**src/rtl/pxpk_pkg.sv**
```systemverilog
`timescale 1ns/1ps
package pxpk_pkg;
  // words needed to carry n pixels of pw bits in words of ww bits
  function automatic int words_needed(input int n, input int pw, input int ww);
    return (n * pw + ww - 1) / ww;
  endfunction
endpackage

```
**src/rtl/pxpk_gather.sv**
```systemverilog
`timescale 1ns/1ps
module pxpk_gather #(
  parameter int PIX_W     = 12,
  parameter int GROUP_PIX = 4,
  localparam int GRP_W    = PIX_W * GROUP_PIX,
  localparam int PH_W     = (GROUP_PIX > 1) ? $clog2(GROUP_PIX) : 1
) (
  input  logic             clk,
  input  logic             rst,
  input  logic             take,
  input  logic [PIX_W-1:0] pix,
  input  logic             eol,
  output logic             fire,
  output logic [GRP_W-1:0] grp,
  output logic [PH_W:0]    npix
);
  logic [PIX_W-1:0] slot_q [GROUP_PIX];
  logic [PH_W-1:0]  phase_q;

  // the pixel being taken is merged in, so the group is ready on the same edge
  for (genvar k = 0; k < GROUP_PIX; k++) begin : g_merge
    assign grp[k*PIX_W +: PIX_W] = (phase_q == PH_W'(k)) ? pix : slot_q[k];
  end

  assign fire = take && (eol || (phase_q == PH_W'(GROUP_PIX - 1)));
  assign npix = {1'b0, phase_q} + 1'b1;

  always_ff @(posedge clk) begin
    if (rst) begin
      phase_q <= '0;
      for (int k = 0; k < GROUP_PIX; k++) slot_q[k] <= '0;
    end else if (take) begin
      if (fire) begin
        phase_q <= '0;
        for (int k = 0; k < GROUP_PIX; k++) slot_q[k] <= '0;
      end else begin
        for (int k = 0; k < GROUP_PIX; k++)
          if (phase_q == PH_W'(k)) slot_q[k] <= pix;
        phase_q <= phase_q + 1'b1;
      end
    end
  end
endmodule

```
**src/rtl/pxpk_drain.sv**
```systemverilog
`timescale 1ns/1ps
module pxpk_drain #(
  parameter int PIX_W     = 12,
  parameter int WORD_W    = 16,
  parameter int GROUP_PIX = 4,
  localparam int GRP_W    = PIX_W * GROUP_PIX,
  localparam int PH_W     = (GROUP_PIX > 1) ? $clog2(GROUP_PIX) : 1,
  localparam int MAX_WDS  = (GRP_W + WORD_W - 1) / WORD_W,
  localparam int SH_W     = MAX_WDS * WORD_W,
  localparam int CNT_W    = $clog2(MAX_WDS + 1)
) (
  input  logic              clk,
  input  logic              rst,
  input  logic              load,
  input  logic [GRP_W-1:0]  grp,
  input  logic [PH_W:0]     npix,
  input  logic              eol,
  input  logic              out_ready,
  output logic              out_valid,
  output logic [WORD_W-1:0] out_word,
  output logic              out_last
);
  logic [SH_W-1:0]  sh_q;
  logic [CNT_W-1:0] left_q;
  logic             eol_q;
  logic [CNT_W-1:0] need;

  assign need      = CNT_W'(pxpk_pkg::words_needed(int'(npix), PIX_W, WORD_W));
  assign out_valid = (left_q != '0);
  assign out_word  = sh_q[WORD_W-1:0];
  assign out_last  = eol_q && (left_q == CNT_W'(1));

  always_ff @(posedge clk) begin
    if (rst) begin
      sh_q   <= '0;
      left_q <= '0;
      eol_q  <= 1'b0;
    end else if (load) begin
      sh_q   <= SH_W'(grp);
      left_q <= need;
      eol_q  <= eol;
    end else if (out_valid && out_ready) begin
      sh_q   <= sh_q >> WORD_W;
      left_q <= left_q - 1'b1;
    end
  end
endmodule

```
**src/rtl/pix12_packer.sv**
```systemverilog
`timescale 1ns/1ps
module pix12_packer #(
  parameter int PIX_W     = 12,
  parameter int WORD_W    = 16,
  parameter int GROUP_PIX = 4,
  localparam int GRP_W    = PIX_W * GROUP_PIX,
  localparam int PH_W     = (GROUP_PIX > 1) ? $clog2(GROUP_PIX) : 1
) (
  input  logic              clk,
  input  logic              rst,
  input  logic              in_valid,
  output logic              in_ready,
  input  logic [PIX_W-1:0]  in_pix,
  input  logic              in_eol,
  output logic              out_valid,
  input  logic              out_ready,
  output logic [WORD_W-1:0] out_word,
  output logic              out_last
);
  logic             take, fire;
  logic [GRP_W-1:0] grp;
  logic [PH_W:0]    npix;

  assign in_ready = !out_valid;
  assign take     = in_valid && in_ready;

  pxpk_gather #(.PIX_W(PIX_W), .GROUP_PIX(GROUP_PIX)) u_gather (
    .clk(clk), .rst(rst), .take(take), .pix(in_pix), .eol(in_eol),
    .fire(fire), .grp(grp), .npix(npix)
  );

  pxpk_drain #(.PIX_W(PIX_W), .WORD_W(WORD_W), .GROUP_PIX(GROUP_PIX)) u_drain (
    .clk(clk), .rst(rst), .load(fire), .grp(grp), .npix(npix), .eol(in_eol),
    .out_ready(out_ready), .out_valid(out_valid), .out_word(out_word),
    .out_last(out_last)
  );
endmodule

```
**config.mk**
```make
export PLATFORM = sky130hd
export DESIGN_NAME = pix12_packer
export DESIGN_NICKNAME = d
export VERILOG_FILES = /design/src/rtl/pxpk_pkg.sv /design/src/rtl/pxpk_gather.sv /design/src/rtl/pxpk_drain.sv /design/src/rtl/pix12_packer.sv
export SDC_FILE = /design/constraint.sdc
export NUM_CORES = 1
export LEC_CHECK = 0
export BUFFER_PORTS_ARGS = -buffer_cell sky130_fd_sc_hd__buf_2
export CAP_MARGIN = 25
export CORE_MARGIN = 2
export CORE_UTILIZATION = 45
export CTS_CLUSTER_DIAMETER = 120
export DETAILED_ROUTE_END_ITERATION = 8
export PLACE_DENSITY = 0.66
export SLEW_MARGIN = 10
export SYNTH_ARGS = -nofsm -noshare
export SYNTH_HDL_FRONTEND = slang
export SYNTH_SLANG_ARGS = --single-unit
```
**constraint.sdc**
```tcl
create_clock -name clk -period 2.5 [get_ports clk]
set_clock_uncertainty 0.1 [all_clocks]
set_input_delay 0.5 -clock clk [delete_from_list [all_inputs] [get_ports clk]]
set_output_delay 0.5 -clock clk [all_outputs]
set_load 0.02 [all_outputs]
```
==> summary.txt, run 1 <==
Global route
  – Global-route wire length before repair: 18.03 mm
  – Total gr overflow: 0
  – Aggregate global-route resource usage: 0.2073
  – Largest net degree at the start of global routing: 36
  – Initial antenna violation count: 0
  – Vias in the first global route: 3363

Worst setup path
  – Crit-path max FO: 13
  – CP max stage delay: 0.46 ns
  – Worst-path cell chain: inv_1 > ha_1 > buf_2
  – Critical path capture point type: output port
  – CP Class: flop to output port
  – CP startpoint kind: flop
  – CP Data Required Time: 1.90 ns
  – Crit path max-delay cell type: ha_1
  – CP arrival: 1.51 ns
  – R2R setup slack: 0.39 ns

Final layout
  – Most frequent cells in the layout: dfxtp_1 (65), nand2_1 (46), edfxtp_1 (36)
  – Ant diodes: 0
  – Nets: 495
  – Layout cells sized above 1: 0.1807
  – Commonest non-fill, non-tap cell in the layout: dfxtp_1
  – P&R area growth vs syn: 8.062%

Clock network
  – CTS Hold Bufs: 0
  – Post_cts resized: 0
  – CTS Buffer Depth: 2
  – Post-CTS setup buffer count: 0
  – CTS Root Cell: clkbuf_8
  – Clk sinks: 101
  – CTS tree: yes
  – Clk slew on worst S/H paths: 0.10 ns
  – Worst-Skew Late Latency: 0.37 ns
  – TritonCTS Buffers: 9
  – H-tree Lvls: 3

Timing
  – Min Tclk post-route: 2.109 ns
  – RSZ-0062 raised after global routing: no
  – Rel. slew slack: 0.4626
  – Final Setup Violations: 0
  – Setup TNS Final: 0 ns
  – Final cycle utilization of the critical path: 0.8436
  – Tightest Pin Transition: 0.8032 ns
  – Final WS setup: 0.3910 ns
  – Peak Freq: 474.2 MHz
  – Fin. Hold Viols: 0
  – Final Slew Violations: 0

Job
  – Maxcap violations: 0

Floorplan
  – Row cnt: 37
  – Die W: 106.4 um
  – Chip height: 106.4 um
  – Total die area: 11320 um2
  – # IOs: 36
  – Core Footprint: 10230 um2
  – Starting density of the core: 0.4612

Worst hold path
  – Hold WC Path Type: input pin to flop

Placed design
  – GP Congestion: 0.8302
  – Pre-CTS setup slack: 0.4076 ns
  – Port bufs: 35
  – Post-DP HPWL: 7.419 mm

Synthesis
  – Netlist Area Pre-Place: 4718 um2
  – Cells after Synth: 453
  – Netlist cell types: 33
  – Yosys reg bits: 101
  – Leading area contributor after synthesis: dfxtp_1
  – Yosys warns: 0
  – Sequential fraction of the synthesis area: 0.5049
  – Cells taking the most area after synthesis: dfxtp_1 (28%), edfxtp_1 (23%), mux2_2 (3.8%), nand2_1 (3.7%), a21oi_1 (3.4%)
  – Mean Syn Cell Area: 10.42 um2
  – Area share of the largest cell type after synthesis: 0.2758

Power and ir drop
  – Psw: 1204 uW
  – PwrDens: 764.0 nW/um2
  – Switching share of power: 0.3091
  – Leak Pwr: 0.001863 uW
  – Seq pwr share: 0.507
  – PnR Total Power: 3895 uW
  – Clock power frac: 0.268
  – Int Pwr: 2691 uW
  – Peak supply drop: 0.2549 mV
  – Combinational fraction of design power: 0.225

Detailed routing
  – Routed vias: 3465
  – Routed vias/inst: 5.662
  – Detailed Route WL: 11.21 mm
  – Drt wl/cell: 18.32 um
  – Drt pass-1 iters: 5
  – Routed Antenna Nets: 0
  – DRC violations left: 0
  – Starting DRT DRC Count: 292

Outcome
  – Outcome: complete, no violations
kinds of logic after synthesis:
logic type               share of synthesized area
adder cells (fa/ha/maj)                    0.01856
multiplexers                               0.07213
flip-flops                                  0.5049
AND/OR/NAND/NOR                             0.1374
other                                    0.0007948
AO/OA/AOI/OAI                               0.1790
buffers and inverters                      0.08539
XOR/XNOR                                  0.001857
stage by stage:
stage,hold WS (ns),instance area (um2),utilization,instances
6_report,0.3439,5099,0.4983,612
4_1_cts,0.3412,5099,0.4983,612
2_1_floorplan,0.3317,4760,-,464
3_3_place_gp,0.3464,4908,0.4798,596
5_1_grt,0.3526,5099,0.4983,612
3_5_place_dp,0.3535,4908,0.4798,596
cells in the mapped netlist (all sizes together):
library cell	count
and4bb	1
nor2	3
nor2b	11
clkbuf	15
o211ai	2
xnor2	1
and2	25
nor3	1
nand2	46
dfxtp	65
mux2i	16
buf	41
ha	7
mux2	16
a211o	12
nand3b	1
a211oi	8
a2bb2oi	1
nand3	32
a21oi	32
o2bb2ai	16
inv	18
edfxtp	36
a311oi	16
o211a	9
a22oi	16
nand2b	3
conb	1
and4b	2
power groups by stage:
stage | Clock (uW) | Sequential, uW | Combinational, uW
floorplan | 0 | 1980 | 689
global placement | 0 | 2010 | 860
detailed placement | 0 | 2010 | 873
CTS | 1060 | 1980 | 876
global route | 1120 | 2000 | 958
finish | 1040 | 1980 | 877
sequential cells by signal, summed over array words and instances (netlist names):
signal and flops:
u_drain.eol_q 1, u_drain.sh_q 48, u_gather.phase_q 2, u_drain.left_q 2, u_gather.slot_q 48
final cells by class:
| class | count | area [um2] |
|---|---|---|
| fillers | 951 | 5132 |
| flip-flops and latches | 101 | 2382 |
| multi-input cells | 289 | 1986 |
| repair buffers | 52 | 302.8 |
| well taps | 136 | 170.2 |
| clock buffers | 11 | 131.4 |
| inverters | 18 | 67.56 |
| clock inverters | 5 | 58.81 |
critical path: cells and delay by family, from the launching register on:
| family | cells | cell delay [ns] |
|---|---|---|
| flops | 1 | 0.34 |
| buf+inv | 2 | 0.34 |
| fa+ha+maj | 1 | 0.46 |
worst paths after layout:
check	start	to	cells past startpoint
worst max-delay path	u_drain.left_q[0]	in_ready	3
worst min-delay path	in_eol	u_drain.eol_q	3
worst max register to register	u_drain.left_q[0]	u_gather.slot_q[0][11]	5
worst min register to register	u_drain.sh_q[13]	u_drain.sh_q[13]	2
layer usage:
layer	GRT usage	up-vias	wire (um)
met3	0.02514	25	753
met1	0.2909	1677	5105
met5	0	-	0
li1	-	1644	-
met4	0.08741	0	322
met2	0.3233	119	5029
(Power assumes the default switching activity.)
==> run 2, diff against run 1 <==
==> constraint.sdc (replaced) <==
create_clock -name clk -period 2.15 [get_ports clk]
set_clock_uncertainty 0.1 [all_clocks]
set_input_delay 0.43 -clock clk [delete_from_list [all_inputs] [get_ports clk]]
set_output_delay 0.43 -clock clk [all_outputs]
set_load 0.02 [all_outputs]
==> summary.txt, run 2 (synthesis gave the netlist of run 1 again) <==
Outcome
  – Outcome: complete, no violations (unchanged)

Clock network
  – CTS Hold Bufs: 0 (unchanged)
  – Worst-Skew Late Latency: 0.36 ns (was 0.37 ns)
  – Clk slew on worst S/H paths: 0.09 ns (was 0.10 ns)
  – TritonCTS Buffers: 9 (unchanged)
  – Post-CTS setup buffer count: 0 (unchanged)
  – CTS tree: yes (unchanged)
  – CTS Buffer Depth: 2 (unchanged)
  – CTS Root Cell: clkbuf_8 (unchanged)
  – Clk sinks: 101 (unchanged)
  – Post_cts resized: 0 (unchanged)
  – H-tree Lvls: 3 (unchanged)

Floorplan
  – Starting density of the core: 0.4612 (unchanged)
  – Core Footprint: 10230 um2 (unchanged)
  – Die W: 106.4 um (unchanged)
  – Row cnt: 37 (unchanged)
  – Chip height: 106.4 um (unchanged)
  – # IOs: 36 (unchanged)
  – Total die area: 11320 um2 (unchanged)

Global route
  – Global-route wire length before repair: 18.01 mm (was 18.03 mm)
  – Vias in the first global route: 3356 (was 3363)
  – Total gr overflow: 0 (unchanged)
  – Largest net degree at the start of global routing: 36 (unchanged)
  – Initial antenna violation count: 0 (unchanged)
  – Aggregate global-route resource usage: 0.2067 (was 0.2073)

Power and ir drop
  – Peak supply drop: 0.3074 mV (was 0.2549 mV)
  – Seq pwr share: 0.503 (was 0.507)
  – PwrDens: 886.8 nW/um2 (was 764.0 nW/um2)
  – Clock power frac: 0.265 (was 0.268)
  – Leak Pwr: 0.001877 uW (was 0.001863 uW)
  – Int Pwr: 3155 uW (was 2691 uW)
  – Combinational fraction of design power: 0.232 (was 0.225)
  – Psw: 1410 uW (was 1204 uW)
  – Switching share of power: 0.3088 (was 0.3091)

Timing
  – Tightest Pin Transition: 0.8260 ns (was 0.8032 ns)
  – Final Slew Violations: 0 (unchanged)
  – Setup TNS Final: 0 ns (unchanged)
  – Worst Hold Margin: 0.2709 ns (was 0.3439 ns)
  – Peak Freq: 515.8 MHz
  – Fin. Hold Viols: 0 (unchanged)
  – Final cycle utilization of the critical path: 0.9017
  – Final Setup Violations: 0 (unchanged)
  – RSZ-0062 raised after global routing: no (unchanged)
  – Min Tclk post-route: 1.939 ns
  – Rel. slew slack: 0.4473 (was 0.4626)

Detailed routing
  – Routed Antenna Nets: 0 (unchanged)
  – Drt wl/cell: 18.00 um (was 18.32 um)
  – Drt pass-1 iters: 4 (was 5)
  – Starting DRT DRC Count: 209 (was 292)
  – Routed vias/inst: 5.559 (was 5.662)
  – DRC violations left: 0 (unchanged)
  – Detailed Route WL: 11.05 mm (was 11.21 mm)
  – Routed vias: 3413 (was 3465)

Worst setup path
  – Critical Path Source: u_drain.left_q[0] (unchanged)
  – CP arrival: 1.41 ns (was 1.51 ns)
  – Crit path max-delay cell type: dfxtp_1 (was ha_1)
  – Crit-path max FO: 11 (was 13)
  – Critical path capture point type: output port (unchanged)
  – Critical path's most frequent cell: inv_1
  – RR Startpoint: u_gather.phase_q[1] (was u_drain.left_q[0])
  – CP Data Required Time: 1.62 ns (was 1.90 ns)
  – CP max stage delay: 0.37 ns (was 0.46 ns)
  – R2r endpoint: u_gather.slot_q[2][5] (was u_gather.slot_q[0][11])
  – CP startpoint kind: flop (unchanged)
  – CP Class: flop to output port (unchanged)
  – R2R setup slack: 0.22 ns (was 0.39 ns)
  – R2R cell count: 5 (unchanged)
  – Worst-path cell chain: inv_1 > ha_1 > buf_4 > inv_1 > buf_2 (was inv_1 > ha_1 > buf_2)

Final layout
  – Most frequent cells in the layout: dfxtp_1 (65), nand2_1 (46), edfxtp_1 (36) (unchanged)
  – Commonest non-fill, non-tap cell in the layout: dfxtp_1 (unchanged)
  – Top flop regs: u_drain.sh_q (48), u_gather.slot_q (48) (unchanged)
  – P&R area growth vs syn: 9.096% (was 8.062%)
  – Ant diodes: 0 (unchanged)
  – Design area: 5147 um2 (was 5099 um2)
  – Layout cells sized above 1: 0.1862 (was 0.1807)
  – Nets: 497 (was 495)
  – Area of the multi-input gates: 1986 um2 (unchanged)
  – FF/Latch Area: 2382 um2 (unchanged)
  – # fillers: 948 (was 951)

Placed design
  – Post-DP HPWL: 7.339 mm (was 7.419 mm)
  – Port bufs: 35 (unchanged)
  – GP Congestion: 0.8141 (was 0.8302)
  – Area post-placement: 4949 um2 (was 4908 um2)

Worst hold path
  – Hold path cells: 3 (unchanged)
  – Min-Delay Startpoint: in_eol (unchanged)
  – Hold WC Path Type: input pin to flop (unchanged)
  – Hold EP: u_drain.eol_q (unchanged)

Job
  – Maxcap violations: 0 (unchanged)
==> run 2: cell count changes in the layout (fill, tap and decap cells not counted) <==
cell and change:
buf_12 +2, clkinvlp_4 +2, clkbuf_1 -1, clkinv_2 -1, clkinv_4 +1, inv_4 -1
==> run 2: per-stage QoR <==
stage / cells / worst slack, ns / utilization / power, uW
global placement: 598 / 0.2938 / 0.4837 / 3370
global route: 614 / 0.06004 / 0.5031 / 4778
detailed placement: 598 / 0.2462 / 0.4837 / 3400
floorplan: 464 / 0.1934 / - / 3107
finish: 614 / 0.2114 / 0.5031 / 4565
CTS: 614 / 0.2055 / 0.5031 / 4589
==> run 2: area by class of cell <==
class / instances / share of cell area
Sequential cell: 101 / 0.4628
Multi-Input combinational cell: 289 / 0.3858
Timing Repair Buffer: 54 / 0.06660
Tap cell: 136 / 0.03306
Clock buffer: 10 / 0.02479
Clock inverter: 6 / 0.01386
Inverter: 18 / 0.01313
==> run 2: critical path: cells and delay by family, from the launching register on <==
kind | cells | cell delay (ns)
adders and majority gates | 1 | 0.22
DFF | 1 | 0.37
buffers and inverters | 4 | 0.46
==> run 2: worst max path at each step <==
stage,slack [ns],cells after the start,to
after global routing,0.06,5,u_gather.slot_q[2][5]
after CTS,0.21,5,out_valid
after detailed placement,0.25,5,u_gather.slot_q[2][9]
final,0.21,5,out_valid
after global placement,0.29,5,u_gather.slot_q[2][2]
after floorplan,0.19,7,u_gather.slot_q[3][0]
==> run 2: routing by layer <==
metal / track usage / wire [um] / vias up
li1: - / - / 1646
met1: 0.2890 / 5281 / 1664
met2: 0.3191 / 4971 / 80
met3: 0.03066 / 517 / 23
met4: 0.08835 / 280 / 0
met5: 0 / 0 / -
==> run 2: power by group through the flow <==
stage | sequential, uW | combinational [uW] | clock, uW
after floorplan | 2310 | 801 | 0
after global placement | 2330 | 1040 | 0
after detailed placement | 2340 | 1060 | 0
after CTS | 2300 | 1060 | 1230
after global routing | 2320 | 1160 | 1300
final | 2300 | 1060 | 1210
==> run 3, diff against run 2 <==
--- a/config.mk
+++ b/config.mk
@@ -11,7 +11,7 @@
 export CORE_UTILIZATION = 45
 export CTS_CLUSTER_DIAMETER = 120
 export DETAILED_ROUTE_END_ITERATION = 8
-export PLACE_DENSITY = 0.66
+export PLACE_DENSITY = 0.6
 export SLEW_MARGIN = 10
 export SYNTH_ARGS = -nofsm -noshare
 export SYNTH_HDL_FRONTEND = slang
==> summary.txt, run 3 (synthesis gave the netlist of run 1 again) <==
Worst setup path
  – CP startpoint kind: flop (unchanged)
  – CP Data Required Time: 1.62 ns (about the same)
  – RR Startpoint: u_drain.left_q[0] (was u_gather.phase_q[1])
  – Critical Path Source: u_drain.left_q[0] (unchanged)
  – Crit-path max FO: 8 (was 11)
  – R2R cell count: 7 (was 5)
  – CP arrival: 1.49 ns (was 1.41 ns)
  – CP Class: flop to output port (unchanged)
  – Critical path capture point type: output port (unchanged)

Clock network
  – Worst-Skew Late Latency: 0.36 ns (about the same)
  – CTS Root Cell: clkbuf_8 (unchanged)
  – Clk sinks: 101 (unchanged)
  – CTS tree: yes (unchanged)
  – CTS Buffer Depth: 2 (unchanged)
  – CTS Hold Bufs: 0 (unchanged)
  – Clk slew on worst S/H paths: 0.10 ns (was 0.09 ns)
  – H-tree Lvls: 3 (unchanged)
  – TritonCTS Buffers: 9 (unchanged)

Job
  – Maxcap violations: 0 (unchanged)

Floorplan
  – Die W: 106.4 um (unchanged)
  – Chip height: 106.4 um (unchanged)
  – Row cnt: 37 (unchanged)
  – Starting density of the core: 0.4612 (unchanged)
  – Total die area: 11320 um2 (unchanged)
  – # IOs: 36 (unchanged)
  – Core Footprint: 10230 um2 (unchanged)

Power and ir drop
  – Peak supply drop: 0.4686 mV (was 0.3074 mV)
  – Leak Pwr: 0.001897 uW (was 0.001877 uW)
  – PwrDens: 900.0 nW/um2 (was 886.8 nW/um2)

Global route
  – Aggregate global-route resource usage: 0.2111 (was 0.2067)
  – Global-route wire length before repair: 18.40 mm (was 18.01 mm)
  – Total gr overflow: 0 (unchanged)
  – Largest net degree at the start of global routing: 41 (was 36)
  – Initial antenna violation count: 0 (unchanged)
  – Vias in the first global route: 3240 (was 3356)

Timing
  – Final Slew Violations: 0 (unchanged)
  – Rel. slew slack: 0.6429 (was 0.4473)
  – RSZ-0062 raised after global routing: no (unchanged)
  – Setup TNS Final: 0 ns (unchanged)
  – Peak Freq: 494.1 MHz (was 515.8 MHz)
  – Final cycle utilization of the critical path: 0.9414 (was 0.9017)
  – Tightest Pin Transition: 0.5350 ns (was 0.8260 ns)
  – Final WS setup: 0.1260 ns (was 0.2114 ns)
  – Min Tclk post-route: 2.024 ns (was 1.939 ns)
  – Final Setup Violations: 0 (unchanged)
  – Fin. Hold Viols: 0 (unchanged)

Final layout
  – Final core occ: 0.5056 (was 0.5031)
  – Commonest non-fill, non-tap cell in the layout: dfxtp_1 (unchanged)
  – P&R area growth vs syn: 9.626% (was 9.096%)
  – Ant diodes: 0 (unchanged)
  – Nets: 498 (was 497)
  – Most frequent cells in the layout: dfxtp_1 (65), nand2_1 (46), edfxtp_1 (36) (unchanged)
  – Top flop regs: u_drain.sh_q (48), u_gather.slot_q (48) (unchanged)
  – Layout cells sized above 1: 0.1921 (was 0.1862)

Detailed routing
  – Drt pass-1 iters: 5 (was 4)
  – Drt wl/cell: 18.28 um (was 18.00 um)
  – Routed vias/inst: 5.502 (was 5.559)
  – Routed vias: 3384 (was 3413)
  – Starting DRT DRC Count: 215 (was 209)
  – Routed Antenna Nets: 0 (unchanged)
  – DRC violations left: 0 (unchanged)
  – Detailed Route WL: 11.24 mm (was 11.05 mm)

Worst hold path
  – Hold WC Path Type: input pin to flop (unchanged)
  – Min-Delay Startpoint: in_eol (unchanged)
  – Hold path cells: 3 (unchanged)

Placed design
  – Port bufs: 35 (unchanged)
  – GP Congestion: 0.8052 (was 0.8141)
  – Pre-CTS setup slack: 0.1459 ns (was 0.2462 ns)
  – Post-DP HPWL: 7.563 mm (was 7.339 mm)

Outcome
  – Outcome: complete, no violations (unchanged)
run 3: cell count changes in the layout (fill, tap and decap cells not counted):
cell / delta
inv_8: +1
nor2_2: +1
clkinvlp_4: -2
inv_6: +1
clkbuf_8: +1
buf_4: +1
clkbuf_1: -1
nor2_1: -1
run 3: area by class of cell:
cell class | count | area, um2
sequential | 101 | 2382
inverter | 18 | 67.56
fill | 958 | 5059
tap | 136 | 170.2
multi-input combinational | 289 | 1988
clock inverter | 6 | 76.32
clock buffer | 10 | 137.6
timing repair buffer | 55 | 350.3
run 3: final timing paths:
kind                            to  slack [ns]
hold / removal       u_drain.eol_q        0.28
setup reg to reg  u_drain.sh_q[18]        0.14
setup / recovery         out_valid        0.13
hold reg to reg      u_drain.eol_q        0.36
run 3: power by group:
part	switching, uW	internal, uW	leakage, uW
clock network	692	591	0.000109
logic	655	421	0.000880
registers	93.2	2200	0.000908
total	1440	3220	0.00190
run 3: per-layer routing:
layer	up-vias	wire length (um)	track usage	part of all wire
met5	-	0	0	0
met4	0	146	0.05169	0.013
met1	1633	5289	0.3026	0.47
li1	1655	-	-	-
met3	10	524	0.03495	0.047
met2	86	5281	0.3329	0.47
run 3: repair_timing:
action / CTS / global route
gates resized for setup: 0 / 1
setup endpoints to repair: 0 / 1
setup buffers: 0 / 0
run 3: stage by stage:
| step | std cells | area, um2 | hold slack, ns | power [uW] |
|---|---|---|---|---|
| after floorplan | 464 | 4760 | 0.3317 | 3107 |
| after global routing | 615 | 5172 | 0.2882 | 4892 |
| final | 615 | 5172 | 0.2774 | 4655 |
| after detailed placement | 599 | 4956 | 0.3534 | 3412 |
| after CTS | 615 | 5170 | 0.2637 | 4698 |
| after global placement | 599 | 4956 | 0.3439 | 3399 |
run 3: critical path, stage by stage, from the launching register on:
cell	delay [ns]
dfxtp_1	0.37
inv_1	0.07
ha_1	0.30
buf_4	0.20
inv_1	0.04
buf_2	0.15
